===== config.mk =====
export PLATFORM = sky130hd
export DESIGN_NAME = pkt_validator
export DESIGN_NICKNAME = d
export VERILOG_FILES = /design/src/rtl/pkt_validator_pkg.sv /design/src/rtl/pkt_beat_capture.sv /design/src/rtl/pkt_field_check.sv /design/src/rtl/pkt_out_drain.sv /design/src/rtl/pkt_validator.sv
export SDC_FILE = /design/constraint.sdc
export NUM_CORES = 1
export LEC_CHECK = 0
export ABC_AREA = 1
export BUFFER_PORTS_ARGS = -buffer_cell sky130_fd_sc_hd__buf_4
export CAP_MARGIN = 20
export CORE_MARGIN = 2
export CORE_UTILIZATION = 45
export CTS_CLUSTER_DIAMETER = 200
export DETAILED_ROUTE_END_ITERATION = 16
export PLACE_DENSITY = 0.7
export RECOVER_POWER = 25
export SLEW_MARGIN = 20
export SYNTH_ARGS = -nofsm -noshare
export SYNTH_HDL_FRONTEND = slang
export SYNTH_SLANG_ARGS = --single-unit

===== constraint.sdc =====
create_clock -name clk_i -period 2 [get_ports clk_i]
set_clock_uncertainty 0.15 [all_clocks]
set_input_delay 0.1 -clock clk_i [delete_from_list [all_inputs] [get_ports clk_i]]
set_output_delay 0.1 -clock clk_i [all_outputs]
set_load 0.02 [all_outputs]

===== src/rtl/pkt_validator_pkg.sv =====
package pkt_validator_pkg;
  localparam int DATA_W    = 32;
  localparam int NUM_BEATS = 3;
  localparam int CNT_W     = $clog2(NUM_BEATS);
  localparam int REM_W     = $clog2(NUM_BEATS + 1);

  // leading beat
  localparam int HDR_LSB = 0;
  localparam int HDR_W   = 3;
  localparam logic [HDR_W-1:0] HDR_CODE = 3'b101;

  // final beat
  localparam int TAIL_LSB = 29;
  localparam int TAIL_W   = 3;
  localparam logic [TAIL_W-1:0] TAIL_CODE = 3'b010;
  localparam int HOP_LSB  = 3;
  localparam int HOP_W    = 6;

  typedef logic [DATA_W-1:0] beat_t;
endpackage


===== src/rtl/pkt_beat_capture.sv =====
module pkt_beat_capture
  import pkt_validator_pkg::*;
(
  input  logic                           clk_i,
  input  logic                           rst_ni,
  input  beat_t                          data_i,
  input  logic                           valid_i,
  output logic [NUM_BEATS-2:0][DATA_W-1:0] held_o,
  output logic                           last_o
);
  localparam logic [CNT_W-1:0] LAST_IDX = CNT_W'(NUM_BEATS - 1);

  logic [CNT_W-1:0] cnt_q;

  always_ff @(posedge clk_i or negedge rst_ni) begin
    if (!rst_ni) cnt_q <= '0;
    else if (valid_i) cnt_q <= (cnt_q == LAST_IDX) ? '0 : cnt_q + 1'b1;
  end

  for (genvar i = 0; i < NUM_BEATS - 1; i++) begin : g_hold
    always_ff @(posedge clk_i or negedge rst_ni) begin
      if (!rst_ni) held_o[i] <= '0;
      else if (valid_i && cnt_q == CNT_W'(i)) held_o[i] <= data_i;
    end
  end

  assign last_o = valid_i && (cnt_q == LAST_IDX);
endmodule


===== src/rtl/pkt_field_check.sv =====
module pkt_field_check
  import pkt_validator_pkg::*;
#(
  parameter int HOP_LIMIT = 15
) (
  input  beat_t lead_i,
  input  beat_t final_i,
  output logic  pass_o
);
  logic [HDR_W-1:0]  hdr;
  logic [TAIL_W-1:0] tail;
  logic [HOP_W-1:0]  hop;
  logic hdr_ok, tail_ok, hop_ok;

  always_comb begin
    hdr     = lead_i[HDR_LSB +: HDR_W];
    tail    = final_i[TAIL_LSB +: TAIL_W];
    hop     = final_i[HOP_LSB +: HOP_W];
    hdr_ok  = (hdr == HDR_CODE);
    tail_ok = (tail == TAIL_CODE);
    hop_ok  = (int'(hop) <= HOP_LIMIT);
    pass_o  = hdr_ok && tail_ok && hop_ok;
  end
endmodule


===== src/rtl/pkt_out_drain.sv =====
module pkt_out_drain
  import pkt_validator_pkg::*;
(
  input  logic                           clk_i,
  input  logic                           rst_ni,
  input  logic                           load_i,
  input  logic [NUM_BEATS-1:0][DATA_W-1:0] beats_i,
  output beat_t                          data_o,
  output logic                           valid_o
);
  localparam int PEND = NUM_BEATS - 1;

  logic [PEND-1:0][DATA_W-1:0] pend_q;
  logic [CNT_W-1:0]            rem_q;

  // a load always wins: the previous packet's last beat is already on data_o
  always_ff @(posedge clk_i or negedge rst_ni) begin
    if (!rst_ni) begin
      data_o  <= '0;
      valid_o <= 1'b0;
      rem_q   <= '0;
    end else if (load_i) begin
      data_o  <= beats_i[0];
      valid_o <= 1'b1;
      rem_q   <= CNT_W'(PEND);
    end else if (rem_q != '0) begin
      data_o  <= pend_q[0];
      valid_o <= 1'b1;
      rem_q   <= rem_q - 1'b1;
    end else begin
      data_o  <= '0;
      valid_o <= 1'b0;
    end
  end

  for (genvar i = 0; i < PEND; i++) begin : g_pend
    always_ff @(posedge clk_i or negedge rst_ni) begin
      if (!rst_ni) pend_q[i] <= '0;
      else if (load_i) pend_q[i] <= beats_i[i+1];
      else if (rem_q != '0) begin
        if (i == PEND - 1) pend_q[i] <= '0;
        else               pend_q[i] <= pend_q[(i+1) % PEND];
      end
    end
  end
endmodule


===== src/rtl/pkt_validator.sv =====
module pkt_validator
  import pkt_validator_pkg::*;
#(
  parameter int HOP_LIMIT = 15
) (
  input  logic        clk_i,
  input  logic        rst_ni,
  input  logic [31:0] data_i,
  input  logic        valid_i,
  output logic [31:0] data_o,
  output logic        valid_o
);
  logic [NUM_BEATS-2:0][DATA_W-1:0] held;
  logic [NUM_BEATS-1:0][DATA_W-1:0] beats;
  logic last, pass;

  pkt_beat_capture u_capture (
    .clk_i   (clk_i),
    .rst_ni  (rst_ni),
    .data_i  (data_i),
    .valid_i (valid_i),
    .held_o  (held),
    .last_o  (last)
  );

  assign beats = {data_i, held};

  pkt_field_check #(.HOP_LIMIT(HOP_LIMIT)) u_check (
    .lead_i  (held[0]),
    .final_i (data_i),
    .pass_o  (pass)
  );

  pkt_out_drain u_drain (
    .clk_i   (clk_i),
    .rst_ni  (rst_ni),
    .load_i  (last && pass),
    .beats_i (beats),
    .data_o  (data_o),
    .valid_o (valid_o)
  );
endmodule


==> Yosys cells after proc, flatten, opt, wreduce, memory -nomap -nowiden <==
Index checks and enable logic that the tools add are counted.
{ "word_totals": {"register_bits": 165, "input_bits": 35, "output_inout_bits": 33} }
{ "op_classes": {"n_addsub": 2, "order_cmp": 1, "n_eq_ne": 4, "mux": 11, "n_reduce_logical": 9} }
{ "ops": {"columns": ["operator", "n"], "rows": [
  ["2-to-1 mux 32 bit", 6],
  ["<= comparator 6 x 4 -> 1 bit (second input constant)", 1],
  ["logical AND 1 bit", 6],
  ["2-to-1 mux 2 bit", 3],
  ["nonzero test 2 bit", 2],
  ["equality test 3 x 2 -> 1 bit (second input constant)", 1],
  ["equality test 3 bit (second input constant)", 1],
  ["adder 2 x 1 -> 2 bit (second input constant)", 1],
  ["equality test 2 x 1 -> 1 bit (second input constant)", 1],
  ["equality test 2 bit (second input constant)", 1],
  ["logical NOT 2 bit", 1],
  ["2-to-1 mux 1 bit", 2],
  ["subtractor 2 x 1 -> 2 bit (second input constant)", 1]
]} }

==> Logic depth before layout (Yosys ltp) <==
Gate-level depths: netlist (run 1).
{ "logic_depth": {"ltp_word": 5, "mapped_depth": 9, "mapped_depth_nobuf": 7} }

==> Hierarchy <==
Synthesis (run 1) repeated with hierarchy kept, for this count alone.
{ "hier_totals": {"cells_unflattened": 763, "area_unflattened_um2": 6769.0} }
{ "modules_own_cells": {"columns": ["module", "instances", "cells_per_inst", "area_per_inst_um2", "seq_area_each_um2"], "rows": [
  ["pkt_out_drain", 1, 461, 4027.6, 2477.4],
  ["pkt_beat_capture", 1, 291, 2697.6, 1651.6],
  ["pkt_field_check", 1, 9, 36.3, 0.0],
  ["pkt_validator", 1, 2, 7.5, 0.0]
]} }

==> Worst setup path before layout (run 1) <==
No wires, ideal clock.
{ "synth_path": {"path_type": "register to register", "start": "reg u_drain.rem_q[0]", "end": "reg u_drain.pend_q[13] (netlist bit)", "setup_time_ps": 66, "t_arrival_ps": 1214, "t_required_ps": 1784, "path_slack_ps": 570, "stages_incl_launch_ff": 7, "n_path_buf": 2, "cell_sequence": "dfrtp_1 > inv_1 > ha_1 > buf_2 > buf_1 > nand3_1 > nand2_1"} }
{ "synth_via": {"elab_chain_cells": 2} }
{ "synth_rtl": {"columns": ["item", "line_no", "text"], "rows": [
  ["start: declaration", "pkt_out_drain.sv:14", "logic [CNT_W-1:0] rem_q;"],
  ["start signal: assignment", "pkt_out_drain.sv:25", "rem_q <= CNT_W'(PEND);"],
  ["start signal: assignment", "pkt_out_drain.sv:29", "rem_q <= rem_q - 1'b1;"],
  ["nonzero test 2 bit", "pkt_out_drain.sv:40", "else if (rem_q != '0) begin"],
  ["nonzero test 2 bit (no line)", null, null],
  ["end signal: indexed assignment", "pkt_out_drain.sv:39", "else if (load_i) pend_q[i] <= beats_i[i+1];"],
  ["end signal: indexed assignment", "pkt_out_drain.sv:42", "else pend_q[i] <= pend_q[(i+1) % PEND];"],
  ["end: declaration", "pkt_out_drain.sv:13", "logic [PEND-1:0][DATA_W-1:0] pend_q;"]
]} }
No other way between the ends.
A chain may end at the register's enable or synchronous reset.

==> Final worst setup path (run 1) <==
{ "layout_path": {"start": "reg u_capture.cnt_q[0]", "end": "reg u_drain.data_o[31]"} }
{ "layout_via": {"elab_chain_cells": 4} }
{ "layout_rtl": {"columns": ["item", "line_no", "text"], "rows": [
  ["start: declaration", "pkt_beat_capture.sv:13", "logic [CNT_W-1:0] cnt_q;"],
  ["start signal: assignment", "pkt_beat_capture.sv:17", "else if (valid_i) cnt_q <= (cnt_q == LAST_IDX) ? '0 : cnt_q + 1'b1;"],
  ["equality test 2 bit", "pkt_beat_capture.sv:27", "assign last_o = valid_i && (cnt_q == LAST_IDX);"],
  ["logical AND 1 bit", "pkt_beat_capture.sv:27", null],
  ["logical AND 1 bit", "pkt_validator.sv:37", ".load_i (last && pass),"],
  ["2-to-1 mux 32 bit", "pkt_out_drain.sv:22", "end else if (load_i) begin"],
  ["end signal: assignment", "pkt_out_drain.sv:23", "data_o <= beats_i[0];"],
  ["end signal: assignment", "pkt_out_drain.sv:27", "data_o <= pend_q[0];"],
  ["end: declaration", "pkt_out_drain.sv:8", "output beat_t data_o,"]
]} }
No other way between the ends.

==> results of run 1 <==
-- layout by cell type (no fill, tap or decap) --
master         synthesis  routed
nand3_2                1       3
clkbuf_2               0       1
dlygate4sd3_1          0      34
nand3_4                1       1
clkbuf_16              0      17
nand3_1              123     121
nor2_2                 2       2
dfrtp_1              165     165
o21ai_0               66      66
inv_2                  5       5
clkbuf_4               0       1
bufinv_16              0       2
buf_12                 0       3
nand2_1              319     319
clkinv_2               0       4
xor2_1                 1       1
nor2_1                10       9
buf_6                  4       1
ha_2                   0       1
o211ai_1               1       1
clkinvlp_4             0       2
clkbuf_8               0       6
inv_1                 72      72
buf_4                  0      81
nor2_4                 0       1
clkbuf_1              20       1
-- metal layers --
| layer | vias up | global-route usage (%) | part of all wire, % |
|---|---|---|---|
| li1 | 2725 | - | - |
| met1 | 2624 | 28.3 | 47 |
| met2 | 107 | 32.5 | 47 |
| met3 | 16 | 4.13 | 3.9 |
| met4 | 0 | 5.95 | 1.2 |
| met5 | - | 0 | 0 |
-- area by class of cell --
class	instances	area share (%)
Timing Repair Buffer	121	12.1
Inverter	77	3.38
Multi-Input combinational cell	525	26.5
Clock buffer	24	5.98
Tap cell	188	2.75
Sequential cell	165	48.2
Clock inverter	8	1.11
-- registers in the layout, indices dropped and copies added, names as in the netlist --
name,cells
u_drain.data_o,32
u_capture.held_o,64
u_drain.valid_o,1
u_capture.cnt_q,2
u_drain.rem_q,2
u_drain.pend_q,64
-- power by group --
group | internal [mW] | total (mW) | switching (mW)
Combinational | 0.592 | 1.91 | 1.32
Clock | 2.03 | 3.30 | 1.27
Sequential | 4.00 | 4.33 | 0.332
-- logic make-up (layout without fill, tap and decap cells) --
logic type,Yosys count,after routing
AOI/OAI and AO/OA,67,67
xor gates and xnor gates,1,1
adders and majority gates,1,1
buffers and inverters,129,230
DFF,165,165
and+or+nand+nor,456,456
-- stage by stage --
step           hold WS, ns  instances
6_report            0.0376       1108
5_1_grt             0.0749       1108
4_1_cts             0.0697       1108
3_5_place_dp       -0.0691       1042
3_3_place_gp       -0.0669       1042
2_1_floorplan       -0.346        819
-- cell usage after synthesis (all sizes together) --
master and instances:
dfrtp 165, xor2 1, o21ai 66, nand2 319
buf 32, o211ai 1, ha 1, nand3 125
nor2 12, inv 77, clkbuf 20
-- how the worst min path moves through the flow --
stage                     slack (ns)  depth (start not counted)                  to    from
final                           0.04                          2   u_drain.pend_q[5]  rst_ni
after global routing            0.07                          2   u_drain.pend_q[5]  rst_ni
after CTS                       0.07                          2   u_drain.data_o[5]  rst_ni
after detailed placement       -0.07                          1   u_drain.data_o[5]  rst_ni
after global placement         -0.07                          1   u_drain.data_o[5]  rst_ni
after floorplan                -0.35                          0  u_capture.cnt_q[0]  rst_ni
==> results.md, run 1 <==
Outcome:
- The run finished with clean final reports.

Route:
- The wire length reported by the detailed router is 15.3 mm.
- The detailed-router iteration count before antenna repair is 5.
- The total DRC errors in the routed layout is 0.
- The ratio of routed vias to standard cells is 4.94.
- The via count is 5472.
- The count of nets left with antenna violations once routing finished came out at 0.
- The routed wire length per instance is 13.8 microns.
- The detailed router finished its first iteration with 432 violations.

Synth:
- Summing the areas of all compound-gate instances in the mapped netlist gives 4.88% of the synthesized area.
- The total nets after synthesis is 855.
- In the synthesized netlist, mux cells make up 0% of the area.
- The number of flip-flops and latches in the synthesized netlist is 165.
- The synthesized netlist contains 17 unique library cells.
- The synthesized-area fraction occupied by adder cells is 0.181%.
- The cell type with the largest total area after synthesis is dfrtp_1.
- Yosys printed 0 warnings.
- The portion of the post-synthesis area used by sequential elements is 59.7%.
- The mean instance size in the synthesized netlist is 8.45 sq um.
- In this run the biggest area consumer among cell types represents 59.7% of the synthesized area.
- After Yosys synthesis, XOR and XNOR cells account for 0.127% of the synthesized area.
- After Yosys synthesis, and, or, nand and nor cells account for 27.3% of the synthesized area.
- By area the synthesized netlist is led by dfrtp_1 (60%), nand2_1 (17%), nand3_1 (8.9%).
- In this run the cell area of the synthesized design comes to 6920 sq um.
- The cell count after synthesis is 819.
- After synthesis, the largest family of logic cells by area is simple AND/OR/NAND/NOR gates.

Setup path:
- Following the worst setup path forward leads to its endpoint at u_drain.data_o[31].
- The slowest stage cell on the critical path is dfrtp_1.
- The capture instance of the worst register-to-register path is u_drain.data_o[31].
- The startpoint identified for the worst register-to-register timing path is u_capture.cnt_q[0].
- The startpoint-to-endpoint class of the critical path is reg -> reg.
- The number of stages on the worst setup path is 8.
- The nature of the critical path startpoint is a register.
- The data required time at the worst endpoint is 2.19 ns.
- The cell depth of the worst flop-to-flop path is 8.
- The worst setup slack for register-to-register paths is 0.33 ns.
- In this run the worst path has a maximum fanout of 30.
- The buffer and inverter count on the worst path is 4.
- The signal on the critical path passes through inv_1 -> nand3_1 -> inv_2 -> nand3_2 -> inv_2 -> buf_12 -> nand2_1 -> nand2_1.
- In this design, the largest share of critical-path delay is due to buffers and inverters.
- STA puts the critical path data arrival time at 1.86 ns.
- On the worst path, the slowest cell contributes a delay of 0.38 ns.
- The type of element capturing the critical path is a register.
- The timing startpoint of the critical path is u_capture.cnt_q[0].

Global route:
- The global-route wire length before repair is 26.0 mm.
- The maximum number of pins on one net before global-route repair is 66.
- The global-route usage over all layers is 20.3%.
- The initial antenna violation count came to 0.
- Summed over all layers, the global routing overflow is 0.
- The number of global-route vias before repair is 5223.

CTS:
- The latest clock arrival within the worst-skew pair is 0.42 ns.
- The H-tree level count is 4.
- TritonCTS built the clock tree.
- The cell sitting at the root of the clock tree is a clkbuf_16.
- The maximum buffer depth of the clock tree is 2.
- The clock transition at the registers of the reported paths is 0.06 ns.
- The TritonCTS buffer count is 17.
- The number of sinks handled by clock tree synthesis is 165.
- The post-cts resize count is 0.
- The number of buffers inserted by post-CTS setup repair is 0.
- The number of hold buffers added after cts is 34.

Finish:
- The final core utilization is 56.7%.
- The number of fill cells in the layout is 1372.
- For this run, the post-layout net count is 943.
- In the final layout, flip-flops and latches occupy 4130 sq um.
- The share of post-route cells with drive strength above 1 is 14.2%.
- The layout overhead on the synthesized area is 23.8%.
- The multi-input logic area is 2270 sq um.
- The number of antenna cells inserted is 0.
- The final non-filler cell area is 8560 sq um.

Floorplanning:
- The die covers 16400 sq um.
- The I/O pin count is 68.
- The number of placement rows is 45.
- The die is 128 microns tall.
- After floorplanning, the core was sized to cover 15100 sq um.
- The effective utilization at floorplan is 45.8%.
- The overall die width is 128 microns.

Placement:
- OpenSTA, run right after detailed placement, puts the worst setup slack at 0.338 ns.
- Detailed placement finished with a half-perimeter wire length of 8.83 mm.
- During placement, the flow inserted port buffers numbering 67.
- The standard cell area after detailed placement is 7640 sq um.
- The final RePlAce weighted congestion is 0.771.

Timing:
- Setup repair after global routing left no endpoint under its margin.
- Setup violations remaining at the end of the flow were counted as 0.
- Setup total negative slack on the finished layout was measured at 0 ns.
- The total count of max-transition violations in the final report is 0.
- The minimum clock period is 1.67 ns.
- The final critical-path share of the clock period is 83.4%.
- The upper clock frequency limit is 0.600 GHz.
- The smallest setup slack after layout is 0.333 ns.
- The slew at the pin with the worst max-slew slack is 0.899 ns.
- The worst pin sits at a relative slew slack of 40.0%.
- The number of failing hold endpoints at the final stage is 0.

Pwr:
- The leakage power figure is 4.73 nW.
- In this run the power density over the cells is 1120 nW/um^2.
- After layout, the design draws a total of 9.55 mW.
- VDD sags by at most 0.714 mV.

Flow run:
- The tool flagged a number of max-cap violations equal to 0.

Hold path:
- The type of the most critical hold path is in -> async.
(Power assumes the default switching activity.)
==> inputs of run 2 (changes only) <==
--- a/config.mk
+++ b/config.mk
@@ -12,7 +12,7 @@
 export CORE_UTILIZATION = 45
 export CTS_CLUSTER_DIAMETER = 200
 export DETAILED_ROUTE_END_ITERATION = 16
-export PLACE_DENSITY = 0.7
+export PLACE_DENSITY = 0.73
 export RECOVER_POWER = 25
 export SLEW_MARGIN = 20
 export SYNTH_ARGS = -nofsm -noshare
==> constraint.sdc (replaced) <==
create_clock -name clk_i -period 1.5 [get_ports clk_i]
set_clock_uncertainty 0.15 [all_clocks]
set_input_delay 0.075 -clock clk_i [delete_from_list [all_inputs] [get_ports clk_i]]
set_output_delay 0.075 -clock clk_i [all_outputs]
set_load 0.02 [all_outputs]
==> results.md, run 2 (same netlist as run 1, synthesis figures left out) <==
Route:
- The violation count after the first detailed-route iteration is 564 (+31%).
- The ratio of routed vias to standard cells came to 5.13 (+3.9%).
- The routed wire length per instance is 15.4 microns (+11%).
- The wire length reported by the detailed router is 17.4 mm (+14%).
- The via count is 5807 (+6.1%).
- The detailed-router iteration count before antenna repair is 4 (-1).
- The total DRC errors in the routed layout is 0 (unchanged).
- The remaining number of nets flagged by the antenna check after routing is 0 (unchanged).

Setup path:
- The worst register-to-register path ends at u_drain.pend_q[30].
- The data arrival at the endpoint of the critical path is 1.74 ns (-0.12 ns).
- The nature of the critical path startpoint is a primary input.
- The startpoint-to-endpoint class of the critical path is in -> reg.
- The reg-to-reg startpoint is u_capture.cnt_q[0].
- The worst setup slack for register-to-register paths came to -0.04 ns (-0.37 ns).
- The largest fanout on the critical path is 15 (-50%).
- Among all stages on the critical path, the largest delay is contributed by dlygate4sd3_1.
- The maximum cell stage delay along the critical path is 0.55 ns (+0.17 ns).
- The critical path starts at data_i[31].
- The type of element capturing the critical path is a register.
- The signal on the critical path passes through dlygate4sd3_1 -> buf_4 -> inv_2 -> nand2_1 -> nor2_4 -> nand3_4 -> clkbuf_16 -> clkbuf_16 -> nand3_1 -> nand2_1.
- The critical path ends at u_drain.pend_q[30].
- The data required time at the worst endpoint is 1.67 ns (-0.52 ns).
- The cell depth of the worst flop-to-flop path is 8 (unchanged).

Floorplanning:
- The I/O pin count is 68 (unchanged).
- The core outline area is 15100 sq um (unchanged).
- The overall die width is 128 microns (unchanged).
- The vertical die dimension is 128 microns (unchanged).
- The number of placement rows was 45 (unchanged).
- The effective utilization at floorplan was 45.8% (unchanged).
- The floorplan die area is 16400 sq um (unchanged).

Timing:
- The smallest setup slack after layout is -0.0680 ns (-0.401 ns).
- The total count of max-transition violations in the final report came to 0 (unchanged).
- The number of failing hold endpoints at the final stage is 0 (unchanged).
- The worst path uses 105% of the clock period.
- The total setup violations reported at the end of the flow is 88 (+88).
- Static timing analysis puts the maximum clock frequency at 0.638 GHz.
- The relative slew slack is 76.5% (+36 points).
- The minimum clock period is 1.57 ns.
- Setup repair after global routing could not meet its margin everywhere.
- The slew at the pin with the worst max-slew slack is 0.352 ns (-0.547 ns).

Pwr:
- The leakage power figure was 4.86 nW (+2.7%).
- The clock power share is 33.1% (-1.5 points).
- The share of total power consumed by net switching is 31.6% (+1.0 points).
- The areal power density over the cells is 1470 nW/um^2 (+32%).
- The peak supply drop is 1.02 mV (+43%).
- The combinational cell fraction of total power is 23.5% (+3.4 points).
- The internal cell power came to 9.15 mW (+38%).
- The net switching power is 4.23 mW (+45%).
- The power share of the sequential group came to 43.4% (-2.0 points).

Placement:
- The total of buffers placed on input and output ports is 67 (unchanged).
- The standard cell area after detailed placement is 7890 sq um (+3.2%).
- The minimum setup slack after placement is 0.0218 ns (-0.316 ns).
- The HPWL reported at the end of detailed placement is 9.43 mm (+6.8%).
- The final RePlAce weighted congestion came to 0.796 (+3.1%).

CTS:
- The H-tree level count came to 4 (unchanged).
- The latest clock arrival within the worst-skew pair is 0.43 ns (about the same).
- The TritonCTS buffer count came to 17 (unchanged).
- TritonCTS built the clock tree.
- The clock transition at the registers of the reported paths was 0.06 ns (about the same).
- The root buffer cell chosen for the clock tree is clkbuf_16.
- The maximum buffer depth of the clock tree is 2 (unchanged).
- The number of sinks handled by clock tree synthesis is 165 (unchanged).

Finish:
- The share of post-route cells with drive strength above 1 came to 15.5% (+1.2 points).
- The largest registers in the layout are u_capture.held_o (64), u_drain.pend_q (64), u_drain.data_o (32).
- The final non-filler cell area is 9100 sq um (+6.2%).
- The final net count is 967 (+2.5%).
- The layout overhead on the synthesized area is 31.5%.
- The number of antenna cells inserted was 0 (unchanged).
- In the layout the commonest cells are nand2_1 (314), dfrtp_1 (165), nand3_1 (109).
- Leaving out fill and tap cells, the most frequent cell in the layout is nand2_1.

Global route:
- The maximum number of pins on one net before global-route repair was 44 (-33%).
- The global-route wire length before repair is 27.0 mm (+3.6%).
- The initial antenna violation count came to 0 (unchanged).
- The global-route usage over all layers is 21.0% (+0.69 points).
- The number of global-route vias before repair is 5499 (+5.3%).
- The global route total overflow is 0 (unchanged).

Outcome:
- The final reports fail on setup timing.
- The run finished, with violations left.

Flow run:
- The number of maximum-capacitance violations is 0 (unchanged).

Hold path:
- The type of the most critical hold path is in -> reg.
-- run 2: cell count changes in the layout (fill, tap and decap cells not counted), moves of 7 or more --
cell	previous run	this run
buf_12	3	20
buf_4	81	49
clkbuf_1	1	30
clkbuf_16	17	24
nand3_1	121	109
nand3_2	3	15
-- run 2: per-stage QoR --
stage,std cells,TNS [ns],total power [mW],hold slack [ns],utilization [%]
6_report,1132,-2.57,13.4,0.237,60.3
5_1_grt,1132,-5.63,14.1,0.256,60.3
4_1_cts,1118,0,13.3,0.233,58.7
3_5_place_dp,1051,0,8.76,-0.117,52.3
3_3_place_gp,1051,0,8.64,-0.115,52.3
2_1_floorplan,819,0,7.44,-0.371,-
-- run 2: area by class of cell --
| cell class | instances | area [sq um] |
|---|---|---|
| Sequential cell | 165 | 4130 |
| Fill cell | 1268 | 5990 |
| Inverter | 77 | 292 |
| Clock inverter | 10 | 121 |
| Timing Repair Buffer | 145 | 1460 |
| Clock buffer | 22 | 484 |
| Multi-Input combinational cell | 525 | 2370 |
| Tap cell | 188 | 235 |
-- run 2: power groups by stage --
| stage | combinational [mW] | clock, mW | sequential (mW) |
|---|---|---|---|
| after floorplan | 1.67 | 0 | 5.77 |
| after global placement | 2.82 | 0 | 5.82 |
| after detailed placement | 2.90 | 0 | 5.86 |
| after CTS | 3.02 | 4.48 | 5.78 |
| after global routing | 3.49 | 4.71 | 5.92 |
| final | 3.15 | 4.43 | 5.80 |
-- run 2: how the worst min path moves through the flow --
stage / endpoint / from / depth (start not counted) / slack (ns)
floorplan: u_capture.cnt_q[0] / rst_ni / 0 / -0.37
global placement: u_drain.data_o[6] / rst_ni / 1 / -0.11
detailed placement: u_capture.held_o[6] / rst_ni / 1 / -0.12
CTS: u_drain.pend_q[52] / data_i[20] / 4 / 0.23
global route: u_drain.pend_q[52] / data_i[20] / 4 / 0.26
finish: u_drain.pend_q[52] / data_i[20] / 4 / 0.24
-- run 2: what timing repair did --
action	CTS	global route
endpoints found under the setup margin	3	189
pin swaps	0	18
setup buffers	0	4
hold endpoints to repair	258	0
resized for setup	3	26
hold buffers	35	0
cloned	0	10
-- run 2: worst max-delay path: cells and delay by family --
family | cells | cell delay (ns)
and+or+nand+nor | 5 | 0.53
buffers and inverters | 5 | 1.13
-- run 2: metal layers --
layer	global-route usage (%)	wire (microns)	vias up
met4	6.59	214	0
met2	33.4	8470	178
met5	0	0	-
met1	29.1	7850	2821
met3	4.55	894	18
li1	-	-	2790
